<file path="src/rtl/gpio_irq_pkg.sv">
package gpio_irq_pkg;

  localparam int unsigned PINS_PER_PORT  = 8;
  localparam int unsigned PORTS_PER_WORD = 4;
  localparam int unsigned WORD_W         = PINS_PER_PORT * PORTS_PER_WORD;
  localparam int unsigned N_TIMERS       = 3;
  localparam int unsigned ADDR_W         = 8;

  localparam logic [ADDR_W-1:0] OFS_OUT   = 8'h00;
  localparam logic [ADDR_W-1:0] OFS_DIR   = 8'h04;
  localparam logic [ADDR_W-1:0] OFS_IEN   = 8'h08;
  localparam logic [ADDR_W-1:0] OFS_SNS0  = 8'h0C;
  localparam logic [ADDR_W-1:0] OFS_SNS1  = 8'h10;
  localparam logic [ADDR_W-1:0] OFS_SNS2  = 8'h14;
  localparam logic [ADDR_W-1:0] OFS_PEND  = 8'h18;
  localparam logic [ADDR_W-1:0] OFS_DSEL0 = 8'h20;
  localparam logic [ADDR_W-1:0] OFS_DSEL1 = 8'h24;
  localparam logic [ADDR_W-1:0] OFS_TMR1  = 8'h28;
  localparam logic [ADDR_W-1:0] OFS_TMR2  = 8'h2C;
  localparam logic [ADDR_W-1:0] OFS_TMR3  = 8'h30;
  localparam logic [ADDR_W-1:0] OFS_LVL   = 8'h34;

  typedef enum logic [2:0] {
    TRIG_FALL = 3'd0,
    TRIG_RISE = 3'd1,
    TRIG_LOW  = 3'd2,
    TRIG_HIGH = 3'd3
  } trig_e;

  // Event for one pin given its trigger code, current and previous level.
  function automatic logic trig_hit(input logic [2:0] code, input logic cur, input logic prv);
    logic hit;
    if (code[2]) begin
      hit = cur ^ prv;
    end else begin
      case (trig_e'(code))
        TRIG_FALL: hit = prv & ~cur;
        TRIG_RISE: hit = cur & ~prv;
        TRIG_LOW:  hit = ~cur;
        default:   hit = cur;
      endcase
    end
    return hit;
  endfunction

endpackage

</file>
<file path="src/rtl/gpio_tick_timer.sv">
module gpio_tick_timer #(
  parameter int unsigned CNT_W = 16
) (
  input  logic             clk,
  input  logic             rst_n,
  input  logic [CNT_W-1:0] reload_i,
  output logic             tick_o
);

  logic [CNT_W-1:0] cnt_q, cnt_d;

  assign tick_o = (cnt_q == '0);

  always_comb begin
    if (tick_o) cnt_d = reload_i;
    else        cnt_d = cnt_q - 1'b1;
  end

  always_ff @(posedge clk or negedge rst_n) begin
    if (!rst_n) cnt_q <= '0;
    else        cnt_q <= cnt_d;
  end

  // after a tick the count restarts from the reload value
  assert_reload_on_tick_R10: assert property (@(posedge clk) disable iff (!rst_n)
    tick_o |=> (cnt_q == $past(reload_i)));
  // between ticks the count steps down by one
  assert_count_down_R10: assert property (@(posedge clk) disable iff (!rst_n)
    !tick_o |=> (cnt_q == $past(cnt_q) - 1'b1));

endmodule

</file>
<file path="src/rtl/gpio_pin_filter.sv">
module gpio_pin_filter #(
  parameter int unsigned N_TICKS = 3,
  localparam int unsigned SEL_W  = $clog2(N_TICKS + 1)
) (
  input  logic               clk,
  input  logic               rst_n,
  input  logic               pin_i,
  input  logic [SEL_W-1:0]   sel_i,
  input  logic [N_TICKS-1:0] ticks_i,
  output logic               sync_o,
  output logic               lvl_o
);

  logic meta_q, sync_q, sync_prev_q, armed_q, lvl_q;
  logic armed_d, lvl_d, tick_w;

  assign tick_w = (sel_i == '0) ? 1'b0 : ticks_i[sel_i - 1'b1];

  always_comb begin
    lvl_d   = lvl_q;
    armed_d = armed_q;
    if (sel_i == '0) begin
      lvl_d   = sync_q;
      armed_d = 1'b0;
    end else if ((sync_q == lvl_q) || (sync_q != sync_prev_q)) begin
      armed_d = 1'b0;
    end else if (tick_w) begin
      if (armed_q) begin
        lvl_d   = sync_q;
        armed_d = 1'b0;
      end else begin
        armed_d = 1'b1;
      end
    end
  end

  always_ff @(posedge clk or negedge rst_n) begin
    if (!rst_n) begin
      meta_q      <= 1'b0;
      sync_q      <= 1'b0;
      sync_prev_q <= 1'b0;
      armed_q     <= 1'b0;
      lvl_q       <= 1'b0;
    end else begin
      meta_q      <= pin_i;
      sync_q      <= meta_q;
      sync_prev_q <= sync_q;
      armed_q     <= armed_d;
      lvl_q       <= lvl_d;
    end
  end

  assign sync_o = sync_q;
  assign lvl_o  = lvl_q;

  // with no debounce the filtered level follows the synchronizer
  assert_bypass_follows_R8: assert property (@(posedge clk) disable iff (!rst_n)
    (sel_i == '0) |=> (lvl_q == $past(sync_q)));
  // a debounced level moves only on a tick of the selected timer
  assert_moves_on_tick_R9: assert property (@(posedge clk) disable iff (!rst_n)
    ((sel_i != '0) && !tick_w) |=> $stable(lvl_q));

endmodule

</file>
<file path="src/rtl/gpio_irq_detect.sv">
module gpio_irq_detect
  import gpio_irq_pkg::*;
#(
  parameter int unsigned N_PINS = 32
) (
  input  logic              clk,
  input  logic              rst_n,
  input  logic [N_PINS-1:0] lvl_i,
  input  logic [N_PINS-1:0] sns0_i,
  input  logic [N_PINS-1:0] sns1_i,
  input  logic [N_PINS-1:0] sns2_i,
  input  logic [N_PINS-1:0] en_i,
  input  logic [N_PINS-1:0] clr_i,
  output logic [N_PINS-1:0] pend_o
);

  logic [N_PINS-1:0] prev_q, pend_q, pend_d, hit;

  always_comb begin
    for (int i = 0; i < N_PINS; i++) begin
      hit[i] = trig_hit({sns2_i[i], sns1_i[i], sns0_i[i]}, lvl_i[i], prev_q[i]);
    end
    pend_d = (pend_q | (hit & en_i)) & ~clr_i & en_i;
  end

  always_ff @(posedge clk or negedge rst_n) begin
    if (!rst_n) begin
      prev_q <= '0;
      pend_q <= '0;
    end else begin
      prev_q <= lvl_i;
      pend_q <= pend_d;
    end
  end

  assign pend_o = pend_q;

  // no pin is pending unless it was enabled on the previous cycle
  assert_gated_by_enable_R6: assert property (@(posedge clk) disable iff (!rst_n)
    1'b1 |=> ((pend_q & ~$past(en_i)) == '0));
  // a write-one clear always empties the addressed bits
  assert_clear_wins_R7: assert property (@(posedge clk) disable iff (!rst_n)
    (clr_i != '0) |=> ((pend_q & $past(clr_i)) == '0));

endmodule

</file>
<file path="src/rtl/gpio_irq_bank.sv">
module gpio_irq_bank
  import gpio_irq_pkg::*;
#(
  parameter int unsigned TMR_W = 16
) (
  input  logic              clk,
  input  logic              rst_n,
  input  logic [ADDR_W-1:0] addr,
  input  logic              wr_en,
  input  logic [WORD_W-1:0] wdata,
  output logic [WORD_W-1:0] rdata,
  input  logic [WORD_W-1:0] pin_in,
  output logic [WORD_W-1:0] pin_out,
  output logic [WORD_W-1:0] pin_oe,
  output logic              irq
);

  localparam int unsigned SEL_W = $clog2(N_TIMERS + 1);

  logic [WORD_W-1:0] out_q, dir_q, ien_q, sns0_q, sns1_q, sns2_q, dsel0_q, dsel1_q;
  logic [WORD_W-1:0] out_d, dir_d, ien_d, sns0_d, sns1_d, sns2_d, dsel0_d, dsel1_d;
  logic [TMR_W-1:0]  tmr_q [N_TIMERS];
  logic [TMR_W-1:0]  tmr_d [N_TIMERS];
  logic [N_TIMERS-1:0] ticks;
  logic [WORD_W-1:0] sync_lvl, filt_lvl, pend, clr;

  // Register next-state: a write replaces the addressed register
  always_comb begin
    out_d   = (wr_en && addr == OFS_OUT)   ? wdata : out_q;
    dir_d   = (wr_en && addr == OFS_DIR)   ? wdata : dir_q;
    ien_d   = (wr_en && addr == OFS_IEN)   ? wdata : ien_q;
    sns0_d  = (wr_en && addr == OFS_SNS0)  ? wdata : sns0_q;
    sns1_d  = (wr_en && addr == OFS_SNS1)  ? wdata : sns1_q;
    sns2_d  = (wr_en && addr == OFS_SNS2)  ? wdata : sns2_q;
    dsel0_d = (wr_en && addr == OFS_DSEL0) ? wdata : dsel0_q;
    dsel1_d = (wr_en && addr == OFS_DSEL1) ? wdata : dsel1_q;
    tmr_d[0] = (wr_en && addr == OFS_TMR1) ? wdata[TMR_W-1:0] : tmr_q[0];
    tmr_d[1] = (wr_en && addr == OFS_TMR2) ? wdata[TMR_W-1:0] : tmr_q[1];
    tmr_d[2] = (wr_en && addr == OFS_TMR3) ? wdata[TMR_W-1:0] : tmr_q[2];
    clr     = (wr_en && addr == OFS_PEND)  ? wdata : '0;
  end

  always_ff @(posedge clk or negedge rst_n) begin
    if (!rst_n) begin
      out_q   <= '0;
      dir_q   <= '0;
      ien_q   <= '0;
      sns0_q  <= '0;
      sns1_q  <= '0;
      sns2_q  <= '0;
      dsel0_q <= '0;
      dsel1_q <= '0;
      for (int t = 0; t < N_TIMERS; t++) tmr_q[t] <= '0;
    end else begin
      out_q   <= out_d;
      dir_q   <= dir_d;
      ien_q   <= ien_d;
      sns0_q  <= sns0_d;
      sns1_q  <= sns1_d;
      sns2_q  <= sns2_d;
      dsel0_q <= dsel0_d;
      dsel1_q <= dsel1_d;
      for (int t = 0; t < N_TIMERS; t++) tmr_q[t] <= tmr_d[t];
    end
  end

  // Shared debounce timers
  for (genvar t = 0; t < N_TIMERS; t++) begin : g_tmr
    gpio_tick_timer #(.CNT_W(TMR_W)) u_tmr (
      .clk      (clk),
      .rst_n    (rst_n),
      .reload_i (tmr_q[t]),
      .tick_o   (ticks[t])
    );
  end

  // Per-pin synchronizer and debounce filter
  for (genvar p = 0; p < WORD_W; p++) begin : g_pin
    gpio_pin_filter #(.N_TICKS(N_TIMERS)) u_filt (
      .clk     (clk),
      .rst_n   (rst_n),
      .pin_i   (pin_in[p]),
      .sel_i   (SEL_W'({dsel1_q[p], dsel0_q[p]})),
      .ticks_i (ticks),
      .sync_o  (sync_lvl[p]),
      .lvl_o   (filt_lvl[p])
    );
  end

  gpio_irq_detect #(.N_PINS(WORD_W)) u_det (
    .clk    (clk),
    .rst_n  (rst_n),
    .lvl_i  (filt_lvl),
    .sns0_i (sns0_q),
    .sns1_i (sns1_q),
    .sns2_i (sns2_q),
    .en_i   (ien_q),
    .clr_i  (clr),
    .pend_o (pend)
  );

  always_comb begin
    case (addr)
      OFS_OUT:   rdata = out_q;
      OFS_DIR:   rdata = dir_q;
      OFS_IEN:   rdata = ien_q;
      OFS_SNS0:  rdata = sns0_q;
      OFS_SNS1:  rdata = sns1_q;
      OFS_SNS2:  rdata = sns2_q;
      OFS_PEND:  rdata = pend;
      OFS_DSEL0: rdata = dsel0_q;
      OFS_DSEL1: rdata = dsel1_q;
      OFS_TMR1:  rdata = WORD_W'(tmr_q[0]);
      OFS_TMR2:  rdata = WORD_W'(tmr_q[1]);
      OFS_TMR3:  rdata = WORD_W'(tmr_q[2]);
      OFS_LVL:   rdata = sync_lvl;
      default:   rdata = '0;
    endcase
  end

  assign pin_out = out_q;
  assign pin_oe  = dir_q;
  assign irq     = |(pend & ien_q);

  // a direction write reaches pin_oe on the next cycle
  assert_dir_write_R2: assert property (@(posedge clk) disable iff (!rst_n)
    (wr_en && addr == OFS_DIR) |=> (pin_oe == $past(wdata)));
  // an output write reaches pin_out on the next cycle
  assert_out_write_R1: assert property (@(posedge clk) disable iff (!rst_n)
    (wr_en && addr == OFS_OUT) |=> (pin_out == $past(wdata)));
  // the interrupt line never rises without a pending bit
  assert_irq_needs_pend_R11: assert property (@(posedge clk) disable iff (!rst_n)
    irq |-> (pend != '0));

endmodule

</file>
<file path="config.mk">
export PLATFORM = sky130hd
export DESIGN_NAME = gpio_irq_bank
export DESIGN_NICKNAME = d
export VERILOG_FILES = /design/src/rtl/gpio_irq_pkg.sv /design/src/rtl/gpio_tick_timer.sv /design/src/rtl/gpio_pin_filter.sv /design/src/rtl/gpio_irq_detect.sv /design/src/rtl/gpio_irq_bank.sv
export SDC_FILE = /design/constraint.sdc
export NUM_CORES = 1
export LEC_CHECK = 0
export CAP_MARGIN = 25
export CORE_UTILIZATION = 30
export DETAILED_ROUTE_END_ITERATION = 12
export PLACE_DENSITY = 0.45
export SLEW_MARGIN = 5
export SYNTH_ARGS = -nofsm -noshare
export SYNTH_HDL_FRONTEND = slang
export SYNTH_SLANG_ARGS = --single-unit
</file>
<file path="constraint.sdc">
create_clock -name clk -period 3 [get_ports clk]
set_input_delay 0.3 -clock clk [delete_from_list [all_inputs] [get_ports clk]]
set_output_delay 0.3 -clock clk [all_outputs]
set_load 0.02 [all_outputs]
</file>
### Yosys cells after proc, flatten, opt, wreduce, memory -nomap -nowiden

Cells that the tools add are included.

| word-level totals | value |
|---|---|
| flip-flop bits (word level) | 576 |
| input bits | 75 |
| output and inout port bits | 97 |
| logic and storage cells | 1243 |

| operators by class | value |
|---|---|
| add/subtract/negate cells | 35 |
| magnitude comparators | 32 |
| eq/ne operators | 172 |
| muxes and demuxes | 421 |
| bitwise logic cells | 166 |
| reductions and logical operators | 241 |

Operators with widths:

| cell | count |
|---|---|
| $pmux W32 S13 | 1 |
| $mux W1 | 352 |
| $and A32 B32 Y32 | 4 |
| $reduce_bool A2 Y1 | 64 |
| $eq A3 B1 Y1 const B | 32 |
| $eq A3 B2 Y1 const B | 32 |
| $logic_not A3 Y1 | 32 |
| $lt A2 B3 Y1 const B | 32 |
| $pmux W1 S3 | 32 |
| $reduce_and A3 Y1 | 32 |
| $reduce_bool A3 Y1 | 32 |
| $and A1 B1 Y1 | 64 |
| $bmux W1 S2 | 32 |
| $logic_not A2 Y1 | 32 |
| $ne A2 B1 Y1 const B | 32 |
| $not A1 Y1 | 64 |
| $sub A2 B1 Y2 const B | 32 |
| $eq A8 B6 Y1 const B | 6 |
| $logic_not A16 Y1 | 3 |
| $mux W16 | 3 |
| $sub A16 B1 Y16 const B | 3 |
| $eq A1 B1 Y1 | 32 |
| $logic_or A1 B1 Y1 | 32 |
| $mux W32 | 1 |
| 10 further kinds | 86 |

### Depth between registers and ports, before layout

Gate-level depths: netlist of the first run.

| depth | value |
|---|---|
| depth in word-level cells | 8 |
| gate-level depth with buffers | 11 |

### Modules after synthesis

From an unflattened synthesis of the first run, not the netlist that was laid out.

| second synthesis, totals | value |
|---|---|
| cell total of the unflattened synthesis | 2705 |
| area total of the unflattened synthesis | 31052.3 µm² |

Modules (own cells, without submodules):

| module | times used | cells each | area an instance (µm²) | seq. area each (µm²) |
|---|---|---|---|---|
| gpio_irq_bank | 1 | 1155 | 15551.2 | 7607.3 |
| gpio_pin_filter | 32 | 26 | 266.5 | 125.1 |
| gpio_irq_detect | 1 | 416 | 4167.7 | 1601.5 |
| gpio_tick_timer at g_tmr[0].u_tmr ... | 2 | 102 | 935.9 | 400.4 |
| gpio_tick_timer at g_tmr[2].u_tmr | 1 | 98 | 933.4 | 400.4 |

### Worst setup path after synthesis of the first run

No wires, ideal clock.

| path | value |
|---|---|
| path type | input port to output port |
| from | in addr[0] |
| to | out rdata[25] |
| data arrival time | 2.264 ns |
| data required time | 2.700 ns |
| setup slack | 0.436 ns |
| stages | 8 |
| path through | clkbuf_1 or4b_2 buf_2 nor2_2 clkbuf_1 a222oi_1 o211a_1 o21ai_0 |

| between the ends | value |
|---|---|
| word-level cells in the longest chain between the ends | 2 |

RTL lines:

| item | line | text |
|---|---|---|
| from (decl) | gpio_irq_bank.sv:8 | `input logic [ADDR_W-1:0] addr,` |
| $eq A8 B6 Y1, or another cell as far along | gpio_irq_bank.sv:103 | `case (addr)` |
| $pmux W32 S13 (*) | gpio_irq_bank.sv:103 |  |
| to (decl) | gpio_irq_bank.sv:11 | `output logic [WORD_W-1:0] rdata,` |

Every way passes the cells marked *; elsewhere a longest branch is shown, timed or not.

### Final worst setup path of the first run

| path | value |
|---|---|
| from | reg ien_q[3] |
| to | out irq |

| between the ends | value |
|---|---|
| word-level cells in the longest chain between the ends | 2 |

RTL lines:

| item | line | text |
|---|---|---|
| from (decl) | gpio_irq_bank.sv:20 | `logic [WORD_W-1:0] out_q, dir_q, ien_q, sns0_q, sns1_q, sns2_q, dsel0_q, dsel1_q;` |
| from (signal assigned) | gpio_irq_bank.sv:57 | `ien_q <= ien_d;` |
| $and A32 B32 Y32 | gpio_irq_bank.sv:123 | `assign irq = \|(pend & ien_q);` |
| $reduce_or A32 Y1 | gpio_irq_bank.sv:123 |  |
| to (decl) | gpio_irq_bank.sv:15 | `output logic irq` |

Every way passes these cells.

==> results.sh, run 1 <==
export IMPL_synth_adder_area_share_pct=4.421
export IMPL_fin_util_pct=37.96
export IMPL_crit_chain="a22o_4 -> a221oi_4 -> nand3_1 -> or4_4 -> clkdlybuf4s15_2"
export IMPL_ir_worst_vdd_mv=0.3443
export IMPL_required_ns=2.70
export IMPL_cts_root_buf="clkbuf_16"
export IMPL_fp_dieW_um=310.7
export IMPL_timing_final_crit_share_pct=97.39
export IMPL_rsz0062_at_grt="no"
export IMPL_whs_path_depth=1
export IMPL_synth_compound_area_share_pct=14.20
export IMPL_synthesis_instances=2533
export IMPL_cts_buffers=72
export IMPL_status="finished, final reports clean"
export IMPL_hold_violations=0
export IMPL_die_area_um2=96510
export IMPL_critical_path_class="flip-flop to output pin"
export IMPL_route_detailed_drc=0
export IMPL_timing_fmax_ghz=0.3423
export IMPL_post_route_min_period_ns=2.922
export IMPL_cts_tree="done"
export IMPL_hold_path_endpoint="g_pin[9].u_filt.meta_q$_DFF_PN0_"
export IMPL_drive_gt1_share_pct=24.77
export IMPL_die_y_um=310.7
export IMPL_start_util_pct=30.44
export IMPL_crit_fanout=4
export IMPL_fin_nets=3016
export IMPL_drtAntennaViolNets=0
export IMPL_routedWlPerCell_um=25.86
export IMPL_hold_slack_ns=0.1189
export IMPL_cts_clk_slew_worst_paths_ns=0.05
export IMPL_viasPerCell=5.404
export IMPL_largest_registers="g_tmr.u_tmr.cnt_q: 48 flops, tmr_q: 48 flops"
export IMPL_gp_congestion=0.9159
export IMPL_n_fill_cell=9244
export IMPL_reg2reg_to="g_pin[20].u_filt.lvl_o$_DFFE_PN0P_"
export IMPL_grt_pass1_vias=22798
export IMPL_synth_simple_area_share_pct=10.58
export IMPL_synth_area_mux_share_pct=13.71
export IMPL_synth_top_family_by_area="compound AO/OA/AOI/OAI gates"
export IMPL_powerDensity_nw_per_um2=573.1
export IMPL_synth_seq_cells=576
export IMPL_synthArstFlopShare_pct=100.0
export IMPL_place_hpwl_um=78180
export IMPL_seq_area_frac_synth_pct=50.43
export IMPL_max_cap_viol_count=0
export IMPL_hp_start="pin_in[9]"
export IMPL_core_um2=93890
export IMPL_clk_latency_ns=0.63
export IMPL_synth_cell_type_count=69
export IMPL_syn_nets=2709
export IMPL_worstMarginPinSlew_ns=0.8123
export IMPL_crit_path_start_kind="flip-flop"
export IMPL_finClkSkew_ns=0.02558
export IMPL_cts_sinks=576
export IMPL_antenna_found_initial=6
export IMPL_io_buffers=171
export IMPL_synthXorXnorAreaFrac_pct=2.666
export IMPL_syn_area_per_cell_um2=11.28
export IMPL_slew_headroom_pct=45.67
export IMPL_cp_slowest_stage_delay_ns=0.59
export IMPL_gr_usage_all_layers_pct=22.07
export IMPL_r2r_start="g_tmr[2].u_tmr.cnt_q[0]$_DFF_PN0_"
export IMPL_htree_levels=3
export IMPL_grt_pass1_wl_um=157600
export IMPL_hold_path_class="primary input to flip-flop"
export IMPL_regArea_um2=14420
export IMPL_wl_um=107200
export IMPL_clock_path_buffers=3
export IMPL_finalSetupViolCount=0
export IMPL_io_pins=172
export IMPL_firstDrtPassIters=12
export IMPL_area_delta_synth_final_pct=24.69
export IMPL_synth_area_um2=28580
export IMPL_grt_max_degree=81
export IMPL_rows=112
export IMPL_drt_iter0_markers=2006
export IMPL_multi_input_area_um2=13250
export IMPL_leakagePower_nw=16.54
export IMPL_synth_warnings=0
export IMPL_r2r_slack_ns=0.27
export IMPL_num_vias=22409
export IMPL_overflow=0
export IMPL_worst_setup_path_end_kind="output pin"
export IMPL_synth_flop_cell="dfrtp_1"
export IMPL_worstPathArrival_ns=2.62
export IMPL_crit_path_top_delay_cell="or4_4"
export IMPL_rr_worst_depth=10
export IMPL_synth_edf_count=0
export IMPL_report_final_slew_viol_count=0
[cell usage after synthesis (9+ instances only)]
cell type | number | area [µm²]
dfrtp_1 | 576 | 14410
mux2_2 | 315 | 3547
inv_1 | 171 | 641.9
nand2_1 | 149 | 559.3
a21oi_1 | 136 | 680.7
nor2_1 | 110 | 412.9
ha_1 | 101 | 1264
o21ai_0 | 92 | 460.4
nand3_1 | 90 | 450.4
clkbuf_1 | 73 | 274.0
a22oi_1 | 69 | 518.0
xor2_1 | 63 | 551.8
a222oi_1 | 53 | 530.5
nor2b_1 | 43 | 269.0
nor3_1 | 39 | 195.2
o211a_1 | 36 | 360.4
a211oi_1 | 34 | 255.2
nand4_1 | 25 | 156.4
xnor2_1 | 24 | 210.2
nor4_1 | 23 | 143.9
buf_1 | 22 | 82.58
mux2i_1 | 22 | 220.2
buf_2 | 20 | 100.1
o22ai_1 | 19 | 118.9
a22o_1 | 15 | 131.4
and3_1 | 15 | 93.84
nor3b_1 | 12 | 90.09
o32a_1 | 12 | 120.1
a221oi_1 | 11 | 96.34
nor3_2 | 11 | 110.1
o211ai_1 | 11 | 82.58
o311a_1 | 11 | 110.1
o311a_4 | 11 | 234.0
o311ai_1 | 10 | 87.58
nand2b_1 | 9 | 56.30
[kinds of logic (layout without fill, tap and decap cells)]
logic type / count (synthesis) / count (layout)
and+or+nand+nor: 583 / 583
DFF: 576 / 576
AOI/OAI and AO/OA: 549 / 549
muxes: 347 / 347
buffers and inverters: 290 / 648
adders and majority gates: 101 / 101
xor gates and xnor gates: 87 / 87
other: 0 / 2
[area by class of cell]
class | count | area share [%]
diodes | 2 | 0.01404
clock buffers | 104 | 5.929
clock inverters | 21 | 0.5406
inverters | 171 | 1.801
multi-input cells | 1667 | 37.17
flip-flops and latches | 576 | 40.45
well taps | 1254 | 4.402
repair buffers | 352 | 9.693
[through the flow]
| step | power, mW | instances | instance area [µm²] | setup TNS [ns] | worst slack (ns) |
|---|---|---|---|---|---|
| detailed placement | 11.91 | 4012 | 33070 | -15.21 | -0.5529 |
| global route | 21.39 | 4146 | 35640 | 0 | 0.0002307 |
| global placement | 11.83 | 4012 | 33070 | -12.49 | -0.5323 |
| floorplan | 10.65 | 2533 | 28580 | 0 | 0.4358 |
| CTS | 20.68 | 4144 | 35600 | 0 | 0.003014 |
| finish | 20.43 | 4147 | 35640 | 0 | 0.07842 |
[cells in the final DEF (no fill, tap or decap), drive strengths merged, types with 15 or more instances in the layout]
master,count
nor4,24
nand4,26
a22oi,69
o21ai,93
clkinv,15
nor2b,43
buf,201
xor2,63
clkbuf,104
a211oi,34
inv,172
nor3,50
ha,101
and3,15
clkdlybuf4s50,129
mux2i,22
o311ai,16
dfrtp,576
xnor2,24
o22ai,19
nor2,115
o311a,22
nand3,90
a22o,15
o211a,36
mux2,323
a222oi,53
a21oi,136
nand2,150
[layer usage]
layer	wire length, µm	vias up	global-route usage (%)	share of wire (%)
met5	25	-	0	0.023
met2	48460	737	34.31	45
met4	3204	4	7.288	3.0
li1	-	9939	-	-
met1	48770	11565	30.83	45
met3	6779	164	4.026	6.3
[where the power goes]
group | switching, mW | internal (mW)
clock | 3.49 | 5.13
sequential | 0.815 | 8.43
combinational | 1.36 | 1.20
[repair_timing]
action	CTS	global route
buffers inserted	6	1
hold buffers	1	0
resized for setup	80	14
setup endpoints to repair	31	31
pin swaps	12	10
endpoints found under the hold margin	69	0
[how the worst max path moves through the flow]
stage,startpoint,end,slack (ns),cells past startpoint
final,ien_q[3]$_DFFE_PN0P_,irq,0.08,5
after detailed placement,addr[5],rdata[14],-0.55,9
after global routing,ien_q[29]$_DFFE_PN0P_,irq,0.0002,5
after CTS,addr[4],rdata[9],0.003,10
after floorplan,addr[0],rdata[25],0.44,8
after global placement,addr[5],rdata[14],-0.53,9
[critical path, delay by kind of cell, from the launching register on]
kind            cells  cell delay, ns
flops               1            0.47
compound gates      2            0.53
simple gates        2            0.73
buf+inv             1            0.29
(Power assumes the default switching activity.)
==> inputs of run 2 (changes only) <==
--- a/config.mk
+++ b/config.mk
@@ -5,10 +5,13 @@
 export SDC_FILE = /design/constraint.sdc
 export NUM_CORES = 1
 export LEC_CHECK = 0
+export ABC_AREA = 0
 export CAP_MARGIN = 25
+export CORE_MARGIN = 5
 export CORE_UTILIZATION = 30
 export DETAILED_ROUTE_END_ITERATION = 12
 export PLACE_DENSITY = 0.45
+export RECOVER_POWER = 100
 export SLEW_MARGIN = 5
 export SYNTH_ARGS = -nofsm -noshare
 export SYNTH_HDL_FRONTEND = slang
==> run 2 against run 1 <==
  * The run now ends with max-capacitance violations, max-slew violations left
  * Design area is 1.1% lower
  * Die area is 5.2% higher
  * Critical path depth is 6 higher
  * Register-to-register slack worse by 0.13 ns
  * Core utilization is 0.75 points lower
  * Sequential share of layout area is 0.44 points higher
  * Setup slack worse by 0.044 ns
  * Sequential cell count stayed put
  * Hold slack better by 0.11 ns
  * Clock skew hardly changed
  * Critical path type is now primary input to output pin
==> results.sh, run 2 (synthesized netlist as in run 1, its figures left out) <==
export IMPL_status="finished, violations left"
export IMPL_violations="max-capacitance violations, max-slew violations"
export IMPL_cts_root_buf="clkbuf_16"
export IMPL_crit_path_frequent_cell="buf_4"
export IMPL_worst_setup_path_end_kind="output pin"
export IMPL_crit_path_top_delay_cell="or4_4"
export IMPL_overflow=0
export IMPL_grt_max_degree=89
export IMPL_hold_path_class="primary input to flip-flop"
export IMPL_crit_fanout=5
export IMPL_dp_cells=4029
export IMPL_crit_buf_inv=6
export IMPL_rows=113
export IMPL_gr_usage_all_layers_pct=20.75
export IMPL_wl_um=108400
export IMPL_io_buffers=171
export IMPL_critical_path_class="primary input to output pin"
export IMPL_area_delta_synth_final_pct=23.33
export IMPL_r2r_start="g_tmr[2].u_tmr.cnt_q[1]$_DFF_PN0_"
export IMPL_slew_headroom_pct=-67.08
export IMPL_setup_tns_ns=0
export IMPL_io_pins=172
export IMPL_route_detailed_drc=0
export IMPL_die_y_um=318.7
export IMPL_gp_congestion=0.9199
export IMPL_layout_commonest_cell="dfrtp_1"
export IMPL_placed_area_um2=33210
export IMPL_finalSetupViolCount=0
export IMPL_fin_ws_ns=0.03461
export IMPL_max_cap_viol_count=2
export IMPL_hold_slack_ns=0.2301
export IMPL_cts_clk_slew_worst_paths_ns=0.06
export IMPL_fp_dieW_um=318.7
export IMPL_clock_path_buffers=3
export IMPL_drt_iter0_markers=1852
export IMPL_core_um2=94730
export IMPL_die_area_um2=101500
export IMPL_worstMarginPinSlew_ns=2.506
export IMPL_crit_end="rdata[7]"
export IMPL_required_ns=2.70
export IMPL_cts_buffers=70
export IMPL_timing_fmax_ghz=0.3372
export IMPL_start_util_pct=30.17
export IMPL_regArea_um2=14420
export IMPL_multi_input_area_um2=13070
export IMPL_fin_util_pct=37.21
export IMPL_timing_final_crit_share_pct=98.85
export IMPL_grt_pass1_vias=23471
export IMPL_n_fill_cell=9305
export IMPL_power_mw=20.72
export IMPL_post_route_min_period_ns=2.965
export IMPL_rr_worst_depth=10
export IMPL_hold_violations=0
export IMPL_fin_nets=3020
export IMPL_stdcell_count=4166
export IMPL_reg2reg_to="g_pin[15].u_filt.lvl_o$_DFFE_PN0P_"
export IMPL_ir_worst_vdd_mv=0.3531
export IMPL_finClkSkew_ns=0.02555
export IMPL_place_hpwl_um=79630
export IMPL_most_common_layout_cells="dfrtp_1 (575), mux2_2 (315), inv_1 (171), nand2_1 (150), a21oi_1 (136)"
export IMPL_crit_path_start_kind="primary input"
export IMPL_cp_depth=11
export IMPL_r2r_slack_ns=0.14
export IMPL_routedWlPerCell_um=26.02
export IMPL_cts_sinks=576
export IMPL_cp_startpoint="addr[4]"
export IMPL_antenna_found_initial=13
export IMPL_largest_registers="g_tmr.u_tmr.cnt_q: 48 flops, tmr_q: 48 flops"
export IMPL_clk_latency_ns=0.63
export IMPL_dp_slack_ns=-0.5957
export IMPL_num_vias=22635
export IMPL_cp_slowest_stage_delay_ns=0.55
export IMPL_powerDensity_nw_per_um2=587.8
export IMPL_cts_tree="done"
export IMPL_viasPerCell=5.433
export IMPL_fin_area_um2=35250
export IMPL_crit_chain="dlygate4sd2_1 -> buf_12 -> or4_4 -> clkbuf_1 -> nor2_1 -> buf_4 -> a22o_1 -> a211oi_1 -> o21ai_1 -> buf_4 -> buf_4"
export IMPL_htree_levels=3
export IMPL_worstPathArrival_ns=2.67
export IMPL_rsz0062_at_grt="no"
export IMPL_grt_pass1_wl_um=158800
export IMPL_firstDrtPassIters=7
export IMPL_drive_gt1_share_pct=22.79
export IMPL_drtAntennaViolNets=0
export IMPL_leakagePower_nw=16.51
export IMPL_report_final_slew_viol_count=87
export IMPL_crit_family="buffers and inverters"
run 2: cell types whose count changed in the layout (fill, tap and decap cells not counted), moves of 5 or more:
cell / before / now
buf_12: 28 / 19
nand2_2: 9 / 0
nor2_1: 108 / 113
buf_6: 17 / 12
clkdlybuf4s50_1: 129 / 33
dlygate4sd3_1: 1 / 97
o311a_1: 11 / 20
buf_4: 151 / 109
o311a_4: 11 / 0
clkbuf_1: 14 / 54
nand2_1: 141 / 150
clkbuf_2: 0 / 24
run 2: power breakdown:
part | internal (mW) | leakage (nW) | switching [mW] | total, mW
Clock | 5.43 | 1.18 | 3.49 | 8.92
Combinational | 1.15 | 7.79 | 1.36 | 2.51
Sequential | 8.43 | 7.54 | 0.857 | 9.29
run 2: what timing repair did:
item,in CTS,in global routing
gates resized for setup,81,21
endpoints found under the setup margin,37,44
endpoints found under the hold margin,57,0
setup buffers,0,8
pin swaps,11,11
hold buffers,1,0
run 2: area by class of cell:
cell class | instances | share of cell area, %
Clock buffer | 99 | 5.888
Timing Repair Buffer | 358 | 8.859
Tap cell | 1265 | 4.490
Clock inverter | 25 | 0.9477
Antenna cell | 5 | 0.03549
Sequential cell | 576 | 40.89
Inverter | 171 | 1.821
Multi-Input combinational cell | 1667 | 37.07
run 2: worst register-to-register path, stage by stage, from the launching register on:
cell and delay [ns]:
dfrtp_1 0.39, inv_1 0.06, ha_1 0.16, nor3b_4 0.30, nand4_1 0.25, or4_4 0.52, buf_12 0.21, clkbuf_1 0.15
o311a_2 0.38, mux2_4 0.30, nand2_1 0.05
run 2: worst min-delay path by stage:
stage                                                    to                         startpoint  cells after the start
after floorplan                      dsel0_q[0]$_DFFE_PN0P_                              rst_n                      0
after global placement    g_pin[23].u_filt.sync_o$_DFF_PN0_  g_pin[23].u_filt.meta_q$_DFF_PN0_                      0
after detailed placement   g_pin[1].u_filt.sync_o$_DFF_PN0_   g_pin[1].u_filt.meta_q$_DFF_PN0_                      0
after CTS                 g_pin[26].u_filt.meta_q$_DFF_PN0_                         pin_in[26]                      1
after global routing       g_pin[6].u_filt.meta_q$_DFF_PN0_                          pin_in[6]                      1
final                     g_pin[26].u_filt.meta_q$_DFF_PN0_                         pin_in[26]                      1
run 2: per-layer routing:
metal | GRT usage (%) | wire length, µm
met3 | 3.108 | 6713
met4 | 5.743 | 3088
met5 | 0 | 13
met2 | 34.23 | 50790
met1 | 28.57 | 47810
